$ cat config.mk
export PLATFORM = sky130hd
export DESIGN_NAME = duo_lock_arbiter
export DESIGN_NICKNAME = d
export VERILOG_FILES = /design/src/rtl/arb_pkg.sv /design/src/rtl/arb_phase_fsm.sv /design/src/rtl/arb_owner_reg.sv /design/src/rtl/arb_post_fsm.sv /design/src/rtl/duo_lock_arbiter.sv
export SDC_FILE = /design/constraint.sdc
export NUM_CORES = 1
export LEC_CHECK = 0
export BUFFER_PORTS_ARGS = -buffer_cell sky130_fd_sc_hd__buf_2
export CORE_AREA = 3 3 40 42
export CTS_CLUSTER_SIZE = 28
export DETAILED_ROUTE_END_ITERATION = 10
export DIE_AREA = 0 0 43 45
export PLACE_DENSITY_LB_ADDON = 0.15
export REMOVE_ABC_BUFFERS = 1
export SETUP_SLACK_MARGIN = 0.15
export SLEW_MARGIN = 40
export SYNTH_ARGS = -nofsm -noshare
export SYNTH_HDL_FRONTEND = slang
export SYNTH_SLANG_ARGS = --single-unit
$ cat constraint.sdc
create_clock -name clk -period 2.75 [get_ports clk]
set_input_delay 0.1375 -clock clk [delete_from_list [all_inputs] [get_ports clk]]
set_output_delay 0.1375 -clock clk [all_outputs]
set_load 0.05 [all_outputs]
$ cat src/rtl/arb_pkg.sv
package arb_pkg;

    // Phase encoding: bit 0 = transfer in progress, bit 1 = bus held by master 0
    typedef enum logic [1:0] {
        PH_FREE      = 2'b00,
        PH_XFER      = 2'b01,
        PH_HELD      = 2'b10,
        PH_HELD_XFER = 2'b11
    } bus_phase_e;

    typedef enum logic {
        REQ_IDLE   = 1'b0,
        REQ_POSTED = 1'b1
    } post_e;

    typedef enum logic {
        OWN_M0 = 1'b0,
        OWN_M1 = 1'b1
    } owner_e;

    function automatic bus_phase_e phase_of(input logic held, input logic xfer);
        bus_phase_e p;
        unique case ({held, xfer})
            2'b00:   p = PH_FREE;
            2'b01:   p = PH_XFER;
            2'b10:   p = PH_HELD;
            default: p = PH_HELD_XFER;
        endcase
        return p;
    endfunction

endpackage

$ cat src/rtl/arb_phase_fsm.sv
module arb_phase_fsm
    import arb_pkg::*;
(
    input  logic   clk,
    input  logic   rst,
    input  logic   slv_ack,
    input  logic   slv_done,
    input  logic   m0_hold,
    input  owner_e owner,
    output logic   busy,
    output logic   held
);

    bus_phase_e state_q, state_d;
    logic       start_c;
    logic       grab_c;
    logic       xfer_n;
    logic       held_n;

    // start: accepted but not finished in the same cycle
    // grab: master 0 owns, keeps its hold input high, and the slave accepts
    assign start_c = slv_ack & ~slv_done;
    assign grab_c  = m0_hold & slv_ack & (owner == OWN_M0);

    always_comb begin
        xfer_n = 1'b0;
        held_n = 1'b0;
        unique case (state_q)
            PH_FREE: begin
                xfer_n = start_c;
                held_n = grab_c;
            end
            PH_XFER: begin
                xfer_n = ~slv_done;
                held_n = grab_c;
            end
            PH_HELD: begin
                xfer_n = start_c;
                held_n = m0_hold;
            end
            PH_HELD_XFER: begin
                xfer_n = ~slv_done;
                held_n = m0_hold;
            end
            default: begin
                xfer_n = 1'b0;
                held_n = 1'b0;
            end
        endcase
        state_d = phase_of(held_n, xfer_n);
    end

    always_ff @(posedge clk) begin
        if (rst) state_q <= PH_FREE;
        else     state_q <= state_d;
    end

    always_comb begin
        unique case (state_q)
            PH_FREE:      begin busy = 1'b0; held = 1'b0; end
            PH_XFER:      begin busy = 1'b1; held = 1'b0; end
            PH_HELD:      begin busy = 1'b0; held = 1'b1; end
            PH_HELD_XFER: begin busy = 1'b1; held = 1'b1; end
            default:      begin busy = 1'b0; held = 1'b0; end
        endcase
    end

    assert_busy_set_R8: assert property (@(posedge clk) disable iff (rst)
        (!busy && slv_ack && !slv_done) |=> busy);

    assert_busy_clear_R8: assert property (@(posedge clk) disable iff (rst)
        (busy && slv_done) |=> !busy);

    assert_busy_stay_R8: assert property (@(posedge clk) disable iff (rst)
        (busy && !slv_done) |=> busy);

    assert_hold_follow_R10: assert property (@(posedge clk) disable iff (rst)
        held |=> (held == $past(m0_hold)));

    assert_hold_grab_R9: assert property (@(posedge clk) disable iff (rst)
        (!held && !(m0_hold && slv_ack && owner == OWN_M0)) |=> !held);

endmodule

$ cat src/rtl/arb_owner_reg.sv
module arb_owner_reg
    import arb_pkg::*;
(
    input  logic   clk,
    input  logic   rst,
    input  logic   m0_req,
    input  logic   m1_req,
    input  logic   busy,
    input  logic   held,
    output owner_e owner
);

    owner_e owner_q, owner_d;

    // arbitrate only when the bus is free; master 0 first
    always_comb begin
        owner_d = owner_q;
        unique case ({busy | held, m0_req, m1_req})
            3'b010, 3'b011: owner_d = OWN_M0;
            3'b001:         owner_d = OWN_M1;
            default:        owner_d = owner_q;
        endcase
    end

    always_ff @(posedge clk) begin
        if (rst) owner_q <= OWN_M0;
        else     owner_q <= owner_d;
    end

    assign owner = owner_q;

    assert_owner_frozen_R3: assert property (@(posedge clk) disable iff (rst)
        (busy || held) |=> $stable(owner));

    assert_owner_prio_R2: assert property (@(posedge clk) disable iff (rst)
        (!busy && !held && m0_req) |=> (owner == OWN_M0));

    assert_owner_m1_R2: assert property (@(posedge clk) disable iff (rst)
        (!busy && !held && !m0_req && m1_req) |=> (owner == OWN_M1));

endmodule

$ cat src/rtl/arb_post_fsm.sv
module arb_post_fsm
    import arb_pkg::*;
(
    input  logic clk,
    input  logic rst,
    input  logic m0_req,
    input  logic m1_req,
    input  logic busy,
    input  logic held,
    input  logic slv_ack,
    output logic valid
);

    post_e state_q, state_d;
    logic  post_c;

    // post: master 0 needs only a non-busy bus; master 1 also needs it unheld
    assign post_c = (m0_req & ~busy) | (m1_req & ~busy & ~held);

    always_comb begin
        state_d = state_q;
        unique case (state_q)
            REQ_IDLE:   state_d = post_c  ? REQ_POSTED : REQ_IDLE;
            REQ_POSTED: state_d = slv_ack ? REQ_IDLE   : REQ_POSTED;
            default:    state_d = REQ_IDLE;
        endcase
    end

    always_ff @(posedge clk) begin
        if (rst) state_q <= REQ_IDLE;
        else     state_q <= state_d;
    end

    always_comb begin
        unique case (state_q)
            REQ_POSTED: valid = 1'b1;
            default:    valid = 1'b0;
        endcase
    end

    assert_valid_keep_R5: assert property (@(posedge clk) disable iff (rst)
        (valid && !slv_ack) |=> valid);

    assert_valid_drop_R5: assert property (@(posedge clk) disable iff (rst)
        (valid && slv_ack) |=> !valid);

    assert_valid_rise_R4: assert property (@(posedge clk) disable iff (rst)
        (!valid && !busy && m0_req) |=> valid);

    assert_no_m1_when_held_R6: assert property (@(posedge clk) disable iff (rst)
        (!valid && held && !m0_req) |=> !valid);

endmodule

$ cat src/rtl/duo_lock_arbiter.sv
module duo_lock_arbiter
    import arb_pkg::*;
(
    input  logic clk,
    input  logic rst,
    input  logic m0_req,
    input  logic m1_req,
    input  logic m0_hold,
    output logic m0_ack,
    output logic m1_ack,
    output logic slv_valid,
    input  logic slv_ack,
    input  logic slv_done,
    output logic bus_busy,
    output logic bus_held,
    output logic owner_id
);

    owner_e owner;
    logic   busy;
    logic   held;

    arb_phase_fsm u_phase (
        .clk      (clk),
        .rst      (rst),
        .slv_ack  (slv_ack),
        .slv_done (slv_done),
        .m0_hold  (m0_hold),
        .owner    (owner),
        .busy     (busy),
        .held     (held)
    );

    arb_owner_reg u_owner (
        .clk    (clk),
        .rst    (rst),
        .m0_req (m0_req),
        .m1_req (m1_req),
        .busy   (busy),
        .held   (held),
        .owner  (owner)
    );

    arb_post_fsm u_post (
        .clk     (clk),
        .rst     (rst),
        .m0_req  (m0_req),
        .m1_req  (m1_req),
        .busy    (busy),
        .held    (held),
        .slv_ack (slv_ack),
        .valid   (slv_valid)
    );

    // steer the slave accept to the registered owner
    always_comb begin
        m0_ack = 1'b0;
        m1_ack = 1'b0;
        unique case (owner)
            OWN_M0:  m0_ack = slv_ack;
            OWN_M1:  m1_ack = slv_ack;
            default: begin m0_ack = 1'b0; m1_ack = 1'b0; end
        endcase
    end

    assign bus_busy = busy;
    assign bus_held = held;
    assign owner_id = owner;

    assert_ack_exclusive_R7: assert property (@(posedge clk) disable iff (rst)
        !(m0_ack && m1_ack));

    assert_ack_follows_R7: assert property (@(posedge clk) disable iff (rst)
        (m0_ack || m1_ack) == slv_ack);

endmodule

==> metrics.md <==
| Metric | Value |
|---|---|
| Critical Path End | m0_ack |
| Pre-CTS setup slack | 1810 ps |
| GRT Overall Usage | 6.08% |
| Endpoints failing setup | 0 |
| Max Clk Rate | 0.888 GHz |
| TritonCTS clock tree | built |
| Worst EP arrival | 990 ps |
| Setup_tns | 0 ps |
| Gp weighted congestion | 0.603 |
| Worst r2r src | u_phase.state_q[1] |
| Vias in the first global route | 161 |
| Die area | 1940 um2 |
| Vias | 176 |
| Crit Path Class | flop to primary output |
| Overall power | 0.180 mW |
| EDFF count, synth | 0 |
| Worst Path Required | 2610 ps |
| Yosys reg bits | 4 |
| Layout area overhead | 55.6% |
| Max Slew Vio Count | 0 |
| RSZ-0062 raised after global routing | false |
| Initial DRC count | 2 |
| Most frequent cell after synthesis | dfxtp_1 |
| Sequential share of the synthesized area | 47.4% |
| Skew-Pair Late Insertion Delay | 240 ps |
| Syn Area/Cell | 9.38 um2 |
| Yosys top cell area share | 47.4% |
| Root buffer cell | clkbuf_4 |
| Gr ovfl total | 0 |
| Synth Flop Type | dfxtp_1 |
| Relative slew slack | 82.1% |
| Final hold slack | 64.5 ps |
| Fraction of layout cells with a size suffix above 1 | 48.4% |
| Worst Setup SP | u_owner.owner |
| Distinct cells, synth | 12 |
| Number of setup buffers added after CTS | 0 |
| R2r setup slk | 1810 ps |
| Antenna-violating nets left | 0 |
| Post-synth ARST share | 0% |
| Worst r2r dst | u_owner.owner |
| Drt pass-1 iters | 4 |
| Worst-path clk slew | 40 ps |
| Height of the die | 45 um |
| Cell Area, Synth | 169 um2 |
| IO buf count | 12 |
| Final min period | 1130 ps |
| Leak | 0.151 nW |
| Worst Clk Skew | 3.66 ps |
| Post-CTS Resized | 0 |
| Crit path setup slack, layout | 1620 ps |
| Post-route cell area | 263 um2 |
| Hold Path Origin | slv_done |
| Footprint of the multi-input gates | 77.6 um2 |
| Routed Wire Length | 483 um |
| Drc violations | 0 |
| Final Hold Viols | 0 |
| FF+latch area | 80.1 um2 |
| Ports | 13 |
| Final #Nets | 40 |
| Status | finished clean |
| Synth cell count leaders | 4 x dfxtp_1, 2 x clkbuf_1, 2 x nor2b_1, 2 x o211a_1 |
| CP startpoint kind | flop |
| # fillers | 154 |
| Antenna violations before repair | 0 |
| Via-per-instance ratio | 3.83 |
| Core ar. | 1280 um2 |
| Synth area leaders | dfxtp_1 47%, o211a_1 12%, nor2b_1 7.4% |
| First-pass GRT wire length | 759 um |
| Biggest area consumer among synthesized cells | dfxtp_1 |
| Dpl cell area | 240 um2 |
| Clock tree buffer depth | 2 |
| Number of H-tree levels | 1 |
| Worst VDD drop | 0.000151 V |
| Effective utilization at floorplan | 13.1% |
| Period utilisation layout | 40.9% |
| FP Rows | 13 |
| Crit path max fanout | 4 |
| Hold buffer count at cts | 0 |
| CTS sink cnt | 4 |
| Cts bufs inserted | 3 |
| Max Cap Viol | 0 |
| Instance count of the mapped netlist | 18 |
| Worst Max-Slew Pin Slew | 268 ps |
| Ant. Diodes | 0 |
| Die W | 43 um |
| Crit. End Element | primary output |
| Worst r2r path cells | 2 |
| Largest net degree at the start of global routing | 6 |
| Pwr dens | 684 nW/um2 |
| Hold WC Path Type | input port to flop |
| Mean routed wirelength per cell | 10.5 um |
| Warnings from Yosys | 0 |
[flip-flops by register name, summed over array words and instances (netlist names)]
register         flops
u_phase.state_q      2
u_post.state_q       1
u_owner.owner        1
[layout make-up]
class | count | share of cell area (%)
Timing Repair Buffer | 12 | 22.9
Inverter | 1 | 1.43
Clock buffer | 3 | 8.57
Multi-Input combinational cell | 11 | 29.5
Tap cell | 15 | 7.14
Sequential cell | 4 | 30.5
[critical path, stage by stage, from the launching register on]
cell     delay, ps
dfxtp_1        330
nor2b_1        150
buf_2          280
[routing by layer]
metal / part of all wire [%] / track usage (%) / vias to the layer above
li1: - / - / 89
met1: 41 / 6.75 / 76
met2: 48 / 6.89 / 9
met3: 10 / 2.79 / 2
met4: 0.83 / 9.04 / 0
met5: 0 / 0 / -
[worst min path at each step]
stage | to | slack [ps] | cells past startpoint
4_1_cts | u_phase.state_q[0] | 60 | 2
3_3_place_gp | u_phase.state_q[0] | 310 | 2
6_report | u_phase.state_q[0] | 60 | 2
2_1_floorplan | u_phase.state_q[0] | 210 | 1
5_1_grt | u_phase.state_q[0] | 60 | 2
3_5_place_dp | u_phase.state_q[0] | 310 | 2
[cell usage in the layout (no fill, tap or decap)]
master	count
inv_1	1
nor2b_1	2
o31a_1	1
or3b_1	1
dfxtp_1	4
and2_1	1
nor3_1	1
nor2_1	1
buf_2	12
nor3b_1	1
clkbuf_4	3
a21oi_1	1
o211a_1	2
[cell families after synthesis]
logic type | synth area share [%]
and+or+nand+nor | 25.9
DFF | 47.4
buffers and inverters | 6.67
AOI/OAI and AO/OA | 20.0
[per-stage QoR]
stage                     cells  util (%)
after floorplan              16         -
after global placement       43      18.7
after detailed placement     43      18.7
after CTS                    46      20.4
after global routing         46      20.4
final                        46      20.4
[report_power, final]
group	switching, mW	internal, mW
logic	0.0277	0.0121
registers	0.00358	0.0624
clock network	0.0250	0.0489
total	0.0563	0.123
Power figures use the tool's default switching activity.
